==> config.mk <==
export PLATFORM = sky130hd
export DESIGN_NAME = flash_prot_seq
export DESIGN_NICKNAME = d
export VERILOG_FILES = /design/src/rtl/flash_prot_pkg.sv /design/src/rtl/spi_frame_engine.sv /design/src/rtl/wait_timer.sv /design/src/rtl/prot_seq_ctrl.sv /design/src/rtl/flash_prot_seq.sv
export SDC_FILE = /design/constraint.sdc
export NUM_CORES = 1
export LEC_CHECK = 0
export ABC_AREA = 1
export BUFFER_PORTS_ARGS = -buffer_cell sky130_fd_sc_hd__buf_2
export CAP_MARGIN = 15
export CORE_MARGIN = 1.5
export CORE_UTILIZATION = 40
export CTS_CLUSTER_DIAMETER = 120
export DETAILED_ROUTE_END_ITERATION = 10
export PLACE_DENSITY = 0.62
export SLEW_MARGIN = 10
export SYNTH_ARGS = -nofsm -noshare
export SYNTH_HDL_FRONTEND = slang
export SYNTH_SLANG_ARGS = --single-unit
==> constraint.sdc <==
create_clock -name clk -period 3.4 [get_ports clk]
set_clock_uncertainty 0.15 [all_clocks]
set_input_delay 0 -clock clk [delete_from_list [all_inputs] [get_ports clk]]
set_output_delay 0 -clock clk [all_outputs]
set_load 0.1 [all_outputs]
==> src/rtl/flash_prot_pkg.sv <==
package flash_prot_pkg;

  localparam logic [7:0] OP_WR_ENABLE = 8'h06;
  localparam logic [7:0] OP_WR_STATUS = 8'h01;
  localparam logic [7:0] OP_RD_FLAGS  = 8'h70;
  localparam int         READY_BIT    = 7;

  typedef enum logic [1:0] {
    SQ_IDLE,
    SQ_WREN,
    SQ_WRSR,
    SQ_POLL
  } seq_state_t;

  typedef enum logic [2:0] {
    EN_IDLE,
    EN_GAP,
    EN_SETUP,
    EN_HIGH,
    EN_LOW
  } eng_state_t;

  // density code -> flag reads per poll
  function automatic logic [2:0] reads_per_poll(input logic [1:0] dens);
    case (dens)
      2'b00:   return 3'd1;
      2'b01:   return 3'd2;
      default: return 3'd4;
    endcase
  endfunction

endpackage

==> src/rtl/spi_frame_engine.sv <==
module spi_frame_engine
  import flash_prot_pkg::*;
#(
  parameter int CLK_DIV = 4
) (
  input  logic        clk,
  input  logic        rst_n,
  input  logic        go_i,
  input  logic [15:0] tx_i,
  input  logic        long_i,
  input  logic        miso_i,
  output logic        done_o,
  output logic [7:0]  rx_o,
  output logic        cs_n_o,
  output logic        sck_o,
  output logic        mosi_o
);

  localparam int DIV_W = (CLK_DIV > 1) ? $clog2(CLK_DIV) : 1;
  localparam logic [DIV_W-1:0] DIV_LAST = DIV_W'(CLK_DIV - 1);

  eng_state_t       st_q, st_d;
  logic [DIV_W-1:0] div_q, div_d;
  logic [15:0]      tx_q, tx_d;
  logic [4:0]       bits_q, bits_d;
  logic [7:0]       rx_q, rx_d;
  logic             cs_n_q, cs_n_d;
  logic             sck_q, sck_d;
  logic             done_q, done_d;
  logic             tick;

  assign tick = (div_q == DIV_LAST);

  always_comb begin
    st_d   = st_q;
    div_d  = (st_q == EN_IDLE || tick) ? '0 : div_q + 1'b1;
    tx_d   = tx_q;
    bits_d = bits_q;
    rx_d   = rx_q;
    cs_n_d = cs_n_q;
    sck_d  = sck_q;
    done_d = 1'b0;
    case (st_q)
      EN_IDLE: begin
        if (go_i) begin
          st_d   = EN_GAP;
          tx_d   = tx_i;
          bits_d = long_i ? 5'd16 : 5'd8;
        end
      end
      EN_GAP: begin
        if (tick) begin
          st_d   = EN_SETUP;
          cs_n_d = 1'b0;
        end
      end
      EN_SETUP, EN_LOW: begin
        if (tick) begin
          st_d  = EN_HIGH;
          sck_d = 1'b1;
          rx_d  = {rx_q[6:0], miso_i};
        end
      end
      EN_HIGH: begin
        if (tick) begin
          sck_d = 1'b0;
          if (bits_q == 5'd1) begin
            st_d   = EN_IDLE;
            cs_n_d = 1'b1;
            done_d = 1'b1;
          end else begin
            st_d   = EN_LOW;
            tx_d   = {tx_q[14:0], 1'b0};
            bits_d = bits_q - 5'd1;
          end
        end
      end
      default: st_d = EN_IDLE;
    endcase
  end

  always_ff @(posedge clk or negedge rst_n) begin
    if (!rst_n) begin
      st_q   <= EN_IDLE;
      div_q  <= '0;
      tx_q   <= '0;
      bits_q <= '0;
      rx_q   <= '0;
      cs_n_q <= 1'b1;
      sck_q  <= 1'b0;
      done_q <= 1'b0;
    end else begin
      st_q   <= st_d;
      div_q  <= div_d;
      tx_q   <= tx_d;
      bits_q <= bits_d;
      rx_q   <= rx_d;
      cs_n_q <= cs_n_d;
      sck_q  <= sck_d;
      done_q <= done_d;
    end
  end

  assign done_o = done_q;
  assign rx_o   = rx_q;
  assign cs_n_o = cs_n_q;
  assign sck_o  = sck_q;
  assign mosi_o = tx_q[15];

  // the clock only pulses inside a frame
  a_r10_sck_in_frame: assert property (@(posedge clk) disable iff (!rst_n)
    $rose(sck_q) |-> !cs_n_q);
  // data only moves while the clock is low
  a_r10_mosi_when_low: assert property (@(posedge clk) disable iff (!rst_n)
    !$stable(tx_q[15]) |-> !sck_q);
  // a finished frame leaves chip select released
  a_r4_frame_end_cs: assert property (@(posedge clk) disable iff (!rst_n)
    done_q |-> cs_n_q && !sck_q);

endmodule

==> src/rtl/wait_timer.sv <==
module wait_timer #(
  parameter int LIMIT = 1000000
) (
  input  logic clk,
  input  logic rst_n,
  input  logic clear_i,
  input  logic run_i,
  output logic expired_o
);

  localparam int CW = $clog2(LIMIT + 1);

  logic [CW-1:0] cnt_q, cnt_d;
  logic          expired;

  assign expired = (cnt_q >= CW'(LIMIT));

  always_comb begin
    cnt_d = cnt_q;
    if (clear_i)
      cnt_d = '0;
    else if (run_i && !expired)
      cnt_d = cnt_q + 1'b1;
  end

  always_ff @(posedge clk or negedge rst_n) begin
    if (!rst_n) cnt_q <= '0;
    else        cnt_q <= cnt_d;
  end

  assign expired_o = expired;

  // the expiry flag saturates until cleared
  a_r8_expiry_sticky: assert property (@(posedge clk) disable iff (!rst_n)
    expired_o && !clear_i |=> expired_o);

endmodule

==> src/rtl/prot_seq_ctrl.sv <==
module prot_seq_ctrl
  import flash_prot_pkg::*;
(
  input  logic        clk,
  input  logic        rst_n,
  input  logic        start_i,
  input  logic [7:0]  status_i,
  input  logic [1:0]  density_i,
  input  logic        eng_done_i,
  input  logic [7:0]  eng_rx_i,
  input  logic        tmr_expired_i,
  output logic        eng_go_o,
  output logic [15:0] eng_tx_o,
  output logic        eng_long_o,
  output logic        tmr_clear_o,
  output logic        tmr_run_o,
  output logic        busy_o,
  output logic        done_o,
  output logic        timeout_o
);

  seq_state_t  st_q, st_d;
  logic [7:0]  status_q, status_d;
  logic [2:0]  reads_q, reads_d;
  logic [2:0]  idx_q, idx_d;
  logic        allrdy_q, allrdy_d;
  logic        go_q, go_d;
  logic [15:0] tx_q, tx_d;
  logic        long_q, long_d;
  logic        clr_q, clr_d;
  logic        done_q, done_d;
  logic        tmo_q, tmo_d;
  logic        rdy_now;
  logic        last_read;

  assign rdy_now   = allrdy_q & eng_rx_i[READY_BIT];
  assign last_read = (idx_q == reads_q - 3'd1);

  always_comb begin
    st_d     = st_q;
    status_d = status_q;
    reads_d  = reads_q;
    idx_d    = idx_q;
    allrdy_d = allrdy_q;
    go_d     = 1'b0;
    tx_d     = tx_q;
    long_d   = long_q;
    clr_d    = 1'b0;
    done_d   = 1'b0;
    tmo_d    = 1'b0;
    case (st_q)
      SQ_IDLE: begin
        if (start_i) begin
          status_d = status_i;
          reads_d  = reads_per_poll(density_i);
          st_d     = SQ_WREN;
          go_d     = 1'b1;
          tx_d     = {OP_WR_ENABLE, 8'h00};
          long_d   = 1'b0;
        end
      end
      SQ_WREN: begin
        if (eng_done_i) begin
          st_d   = SQ_WRSR;
          go_d   = 1'b1;
          tx_d   = {OP_WR_STATUS, status_q};
          long_d = 1'b1;
        end
      end
      SQ_WRSR: begin
        if (eng_done_i) begin
          st_d     = SQ_POLL;
          go_d     = 1'b1;
          tx_d     = {OP_RD_FLAGS, 8'h00};
          long_d   = 1'b1;
          idx_d    = '0;
          allrdy_d = 1'b1;
          clr_d    = 1'b1;
        end
      end
      SQ_POLL: begin
        if (eng_done_i) begin
          if (last_read) begin
            if (rdy_now) begin
              st_d   = SQ_IDLE;
              done_d = 1'b1;
            end else if (tmr_expired_i) begin
              st_d  = SQ_IDLE;
              tmo_d = 1'b1;
            end else begin
              idx_d    = '0;
              allrdy_d = 1'b1;
              go_d     = 1'b1;
            end
          end else begin
            idx_d    = idx_q + 3'd1;
            allrdy_d = rdy_now;
            go_d     = 1'b1;
          end
        end
      end
      default: st_d = SQ_IDLE;
    endcase
  end

  always_ff @(posedge clk or negedge rst_n) begin
    if (!rst_n) begin
      st_q     <= SQ_IDLE;
      status_q <= '0;
      reads_q  <= 3'd1;
      idx_q    <= '0;
      allrdy_q <= 1'b1;
      go_q     <= 1'b0;
      tx_q     <= '0;
      long_q   <= 1'b0;
      clr_q    <= 1'b0;
      done_q   <= 1'b0;
      tmo_q    <= 1'b0;
    end else begin
      st_q     <= st_d;
      status_q <= status_d;
      reads_q  <= reads_d;
      idx_q    <= idx_d;
      allrdy_q <= allrdy_d;
      go_q     <= go_d;
      tx_q     <= tx_d;
      long_q   <= long_d;
      clr_q    <= clr_d;
      done_q   <= done_d;
      tmo_q    <= tmo_d;
    end
  end

  assign eng_go_o    = go_q;
  assign eng_tx_o    = tx_q;
  assign eng_long_o  = long_q;
  assign tmr_clear_o = clr_q;
  assign tmr_run_o   = (st_q == SQ_POLL);
  assign busy_o      = (st_q != SQ_IDLE);
  assign done_o      = done_q;
  assign timeout_o   = tmo_q;

  // reads per poll is always 1, 2 or 4
  a_r5_reads_legal: assert property (@(posedge clk) disable iff (!rst_n)
    $countones(reads_q) == 1 && reads_q != 3'd0);
  // completion follows a frame whose flag showed ready
  a_r6_done_needs_ready: assert property (@(posedge clk) disable iff (!rst_n)
    done_q |-> $past(eng_done_i && eng_rx_i[READY_BIT]));
  // completion is a single-cycle pulse
  a_r7_done_pulse: assert property (@(posedge clk) disable iff (!rst_n)
    done_q |=> !done_q);
  // completion and timeout are exclusive
  a_r8_exclusive: assert property (@(posedge clk) disable iff (!rst_n)
    !(done_q && tmo_q));
  // captured status holds through a running sequence
  a_r9_status_held: assert property (@(posedge clk) disable iff (!rst_n)
    (st_q != SQ_IDLE) |=> $stable(status_q));

endmodule

==> src/rtl/flash_prot_seq.sv <==
module flash_prot_seq
  import flash_prot_pkg::*;
#(
  parameter int CLK_DIV        = 4,
  parameter int TIMEOUT_CYCLES = 1000000
) (
  input  logic       clk,
  input  logic       rst_n,
  input  logic       start_i,
  input  logic [7:0] status_i,
  input  logic [1:0] density_i,
  output logic       busy_o,
  output logic       done_o,
  output logic       timeout_o,
  output logic       cs_n_o,
  output logic       sck_o,
  output logic       mosi_o,
  input  logic       miso_i
);

  logic [1:0]  rst_sync_q;
  logic        rst_n_int;
  logic        eng_go;
  logic [15:0] eng_tx;
  logic        eng_long;
  logic        eng_done;
  logic [7:0]  eng_rx;
  logic        tmr_clear;
  logic        tmr_run;
  logic        tmr_expired;

  // asynchronous assert, synchronous release
  always_ff @(posedge clk or negedge rst_n) begin
    if (!rst_n) rst_sync_q <= 2'b00;
    else        rst_sync_q <= {rst_sync_q[0], 1'b1};
  end
  assign rst_n_int = rst_sync_q[1];

  prot_seq_ctrl u_ctrl (
    .clk           (clk),
    .rst_n         (rst_n_int),
    .start_i       (start_i),
    .status_i      (status_i),
    .density_i     (density_i),
    .eng_done_i    (eng_done),
    .eng_rx_i      (eng_rx),
    .tmr_expired_i (tmr_expired),
    .eng_go_o      (eng_go),
    .eng_tx_o      (eng_tx),
    .eng_long_o    (eng_long),
    .tmr_clear_o   (tmr_clear),
    .tmr_run_o     (tmr_run),
    .busy_o        (busy_o),
    .done_o        (done_o),
    .timeout_o     (timeout_o)
  );

  spi_frame_engine #(.CLK_DIV(CLK_DIV)) u_engine (
    .clk    (clk),
    .rst_n  (rst_n_int),
    .go_i   (eng_go),
    .tx_i   (eng_tx),
    .long_i (eng_long),
    .miso_i (miso_i),
    .done_o (eng_done),
    .rx_o   (eng_rx),
    .cs_n_o (cs_n_o),
    .sck_o  (sck_o),
    .mosi_o (mosi_o)
  );

  wait_timer #(.LIMIT(TIMEOUT_CYCLES)) u_timer (
    .clk       (clk),
    .rst_n     (rst_n_int),
    .clear_i   (tmr_clear),
    .run_i     (tmr_run),
    .expired_o (tmr_expired)
  );

  // link is quiet whenever no sequence runs
  a_r1_idle_quiet: assert property (@(posedge clk) disable iff (!rst_n_int)
    !busy_o |-> cs_n_o && !sck_o);
  // a sequence only begins from a start request
  a_r9_busy_from_start: assert property (@(posedge clk) disable iff (!rst_n_int)
    $rose(busy_o) |-> $past(start_i));

endmodule

==> qor.csv <==
stage,metric,value,unit
status,outcome,"finished, final reports clean",
yosys,ys flop type,dfrtp_1,
clock_tree,clock sinks,92,
placed_design,post-DP HPWL,6557,um
finish,Final Non-Filler Cells,767,
power_and_ir_drop,Leakage,2.646,nW
global_routing,initial antenna violation count,0,
critical_path,"reg-to-reg slack, setup",0.97,ns
power_and_ir_drop,Cell Pwr Density,831.6,nW/um^2
floorplan,die area,12440,sq um
finish,antenna cell count,0,
yosys,Post-synth EDFFs,0,
drt,DR iter-0 viols,247,
yosys,Synth Area in Compound Gates,0.08260,
clock_tree,cts bufs inserted,9,
sta,setup total negative slack,0,ns
critical_path,"Arr. time, crit path",2.57,ns
placed_design,dpl cell area,4900,sq um
min_path,worst hold path type,flip-flop to flip-flop,
yosys,main area contributors after synthesis,"dfrtp_1, nand2_1, inv_1",
finish,Post-Route Utilization,0.4691,
global_routing,gr usage total,0.1698,
clock_tree,CTS tree,yes,
critical_path,crit start category,flip-flop,
sta,RSZ-0062 raised after global routing,no,
min_path,hold_sp,rst_sync_q[0],
power_and_ir_drop,Max VDD drop,379.4,uV
global_routing,vias in the first global route,3795,
floorplan,Die X,111.5,um
floorplan,IO Count,20,
yosys,Syn Inst Count,585,
yosys,most numerous cell in the Yosys netlist,nand2_1,
global_routing,grt ovf,0,
placed_design,placer congestion estimate,0.9001,
floorplan,Chip Height,111.5,um
finish,fraction of layout cells with a size suffix above 1,0.1026,
finish,post-route cell area,5379,sq um
floorplan,row count,39,
yosys,adder-cell share of the synthesized area,0.03453,
yosys,Post-Synth XOR/XNOR Area,0.02045,
yosys,Synth Cell Area,4711,sq um
sta,Tcrit/Tclk final,0.7149,
clock_tree,CTS Root Cell,clkbuf_16,
global_routing,largest net degree at the start of global routing,61,
sta,Max Clk Rate,411.4,MHz
yosys,area fraction of the dominant cell type after synthesis,0.4728,
finish,area growth from synthesis to layout,14.18,%
drt,Routed WL,9570,um
yosys,Ys Warns,0,
min_path,WHS Endpoint,rst_sync_q[1],
yosys,largest family of logic cells by synthesized area,simple AND/OR/NAND/NOR gates,
sta,relative slew slack,0.4777,
yosys,Post-Syn Nets,612,
yosys,ys async rst share,1.000,
drt,WL/cell,12.48,um
drt,Vias/cell,4.966,
global_routing,first-pass GRT wire length,17180,um
critical_path,CP required,3.54,ns
yosys,post-synth top area cell,dfrtp_1,
clock_tree,clock transition at the registers of the reported paths,0.06,ns
sta,worst slew pin tran,0.7835,ns
yosys,#FFs+latches synth,92,
drt,routed vias,3809,
critical_path,crit path kind,flip-flop to flip-flop,
yosys,Mean Syn Cell Area,8.053,sq um
clock_tree,"Setup Fix Bufs, Post-CTS",0,
placed_design,Port-buffer cells,19,
critical_path,CP Max Fanout,12,
yosys,simple-gate portion of the synthesized area,0.2749,
min_path,Hold Crit Depth,0,
flow_run,total of max-cap violations,0,
clock_tree,post-cts sizing count,0,
critical_path,Setup crit end kind,flip-flop,
yosys,register area share after synthesis,0.4895,
sta,Final Hold Viols,0,
drt,Post-DRT Antenna Nets,0,
yosys,mux cell area share after synthesis,0.01833,
clock_tree,H-tree depth,3,
floorplan,Starting Density,0.4108,
sta,Final Max Slew Viols,0,
finish,Final #Nets,646,
sta,final setup vio count,0,
drt,number of iterations in the first detailed-routing pass,5,
yosys,"top cells by count, synth","nand2_1, dfrtp_1, inv_1",
critical_path,worst reg2reg path endpoint,u_ctrl.reads_q[0],
critical_path,Crit Reg-Reg Startpoint,u_ctrl.st_q[0],
floorplan,Core ar.,11470,sq um
clock_tree,clk_lat worst skew,0.34,ns
critical_path,reg2reg path depth,6,
sta,fin crit period,2.431,ns
drt,Post-route DRC,0,
placed_design,dpl cells,736,
yosys,synth unique cells,37,
clock_tree,Longest Clk Path Bufs,2,
layout by cell type (no fill, tap or decap), types with 13 or more instances in the layout:
cell type / instances
ha_1: 13
nand2_1: 184
nor2_1: 50
dlygate4sd3_1: 15
buf_2: 19
o21ai_1: 19
inv_1: 62
dfrtp_1: 88
o21ai_0: 37
nand3_1: 45
layout make-up:
| type | count | area, sq um |
|---|---|---|
| Clock buffer | 13 | 260.3 |
| Clock inverter | 3 | 68.82 |
| Fill cell | 1058 | 6088 |
| Inverter | 70 | 267.8 |
| Multi-Input combinational cell | 410 | 2033 |
| Sequential cell | 92 | 2310 |
| Tap cell | 143 | 178.9 |
| Timing Repair Buffer | 36 | 260.3 |
worst max path at each step:
stage / startpoint / end / depth (start not counted)
after floorplan: rst_sync_q[1] / u_ctrl.done_o / 0
after global placement: u_ctrl.reads_q[0] / u_ctrl.idx_q[1] / 10
after detailed placement: u_ctrl.st_q[0] / u_ctrl.st_q[1] / 10
after CTS: u_ctrl.st_q[0] / u_ctrl.reads_q[0] / 6
after global routing: u_ctrl.st_q[0] / u_ctrl.reads_q[0] / 6
final: u_ctrl.st_q[0] / u_ctrl.reads_q[0] / 6
through the flow:
step | setup WS, ns | total power, W | hold WS (ns)
floorplan | 0.5029 | 0.003133 | -0.4456
global placement | 1.376 | 0.003325 | -0.3656
detailed placement | 1.332 | 0.003383 | -0.3607
CTS | 0.9465 | 0.004519 | 0.2133
global route | 0.7800 | 0.004838 | 0.2178
finish | 0.9693 | 0.004473 | 0.2103
flip-flops by register name, summed over array words and instances (netlist names), 2 cells and up:
name,cells
u_ctrl.status_q,8
u_engine.st_q,3
u_engine.div_q,2
u_ctrl.reads_q,3
u_ctrl.idx_q,3
u_engine.rx_o,8
u_timer.cnt_q,20
u_engine.tx_q,16
rst_sync_q,2
u_engine.bits_q,5
u_ctrl.eng_tx_o,11
u_ctrl.st_q,2
cell families (layout without fill, tap and decap cells):
family,count (synthesis),after routing
buf+inv,83,122
xor+xnor,11,11
flops,92,92
compound gates,74,74
fa+ha+maj,13,13
other cells,1,1
simple gates,305,305
mux,6,6
timing repair:
item                                    in CTS  in global routing
endpoints found under the setup margin       0                  0
hold buffers                                15                  0
endpoints found under the hold margin       16                  0
power by group:
group | internal, W | switching [W] | total, W | leakage (nW)
registers | 0.00147 | 0.000261 | 0.00173 | 1.20
logic | 0.000536 | 0.00111 | 0.00164 | 1.28
clock network | 0.000686 | 0.000412 | 0.00110 | 0.160
total | 0.00269 | 0.00178 | 0.00447 | 2.65
metal layers:
metal	up-vias	wire length, um	global-route usage
met5	-	0	0
met1	1783	4511	0.2173
met2	78	4470	0.2785
met4	0	243	0.07848
li1	1928	-	-
met3	20	344	0.03375
critical path: stages, from the launching register on:
cell and delay [ns]:
dfrtp_1 0.42, inv_1 0.11, ha_1 0.22, nand2_1 0.32, clkinv_1 0.35, o22ai_1 0.23, dlygate4sd3_1 0.57
(Power assumes the default switching activity.)
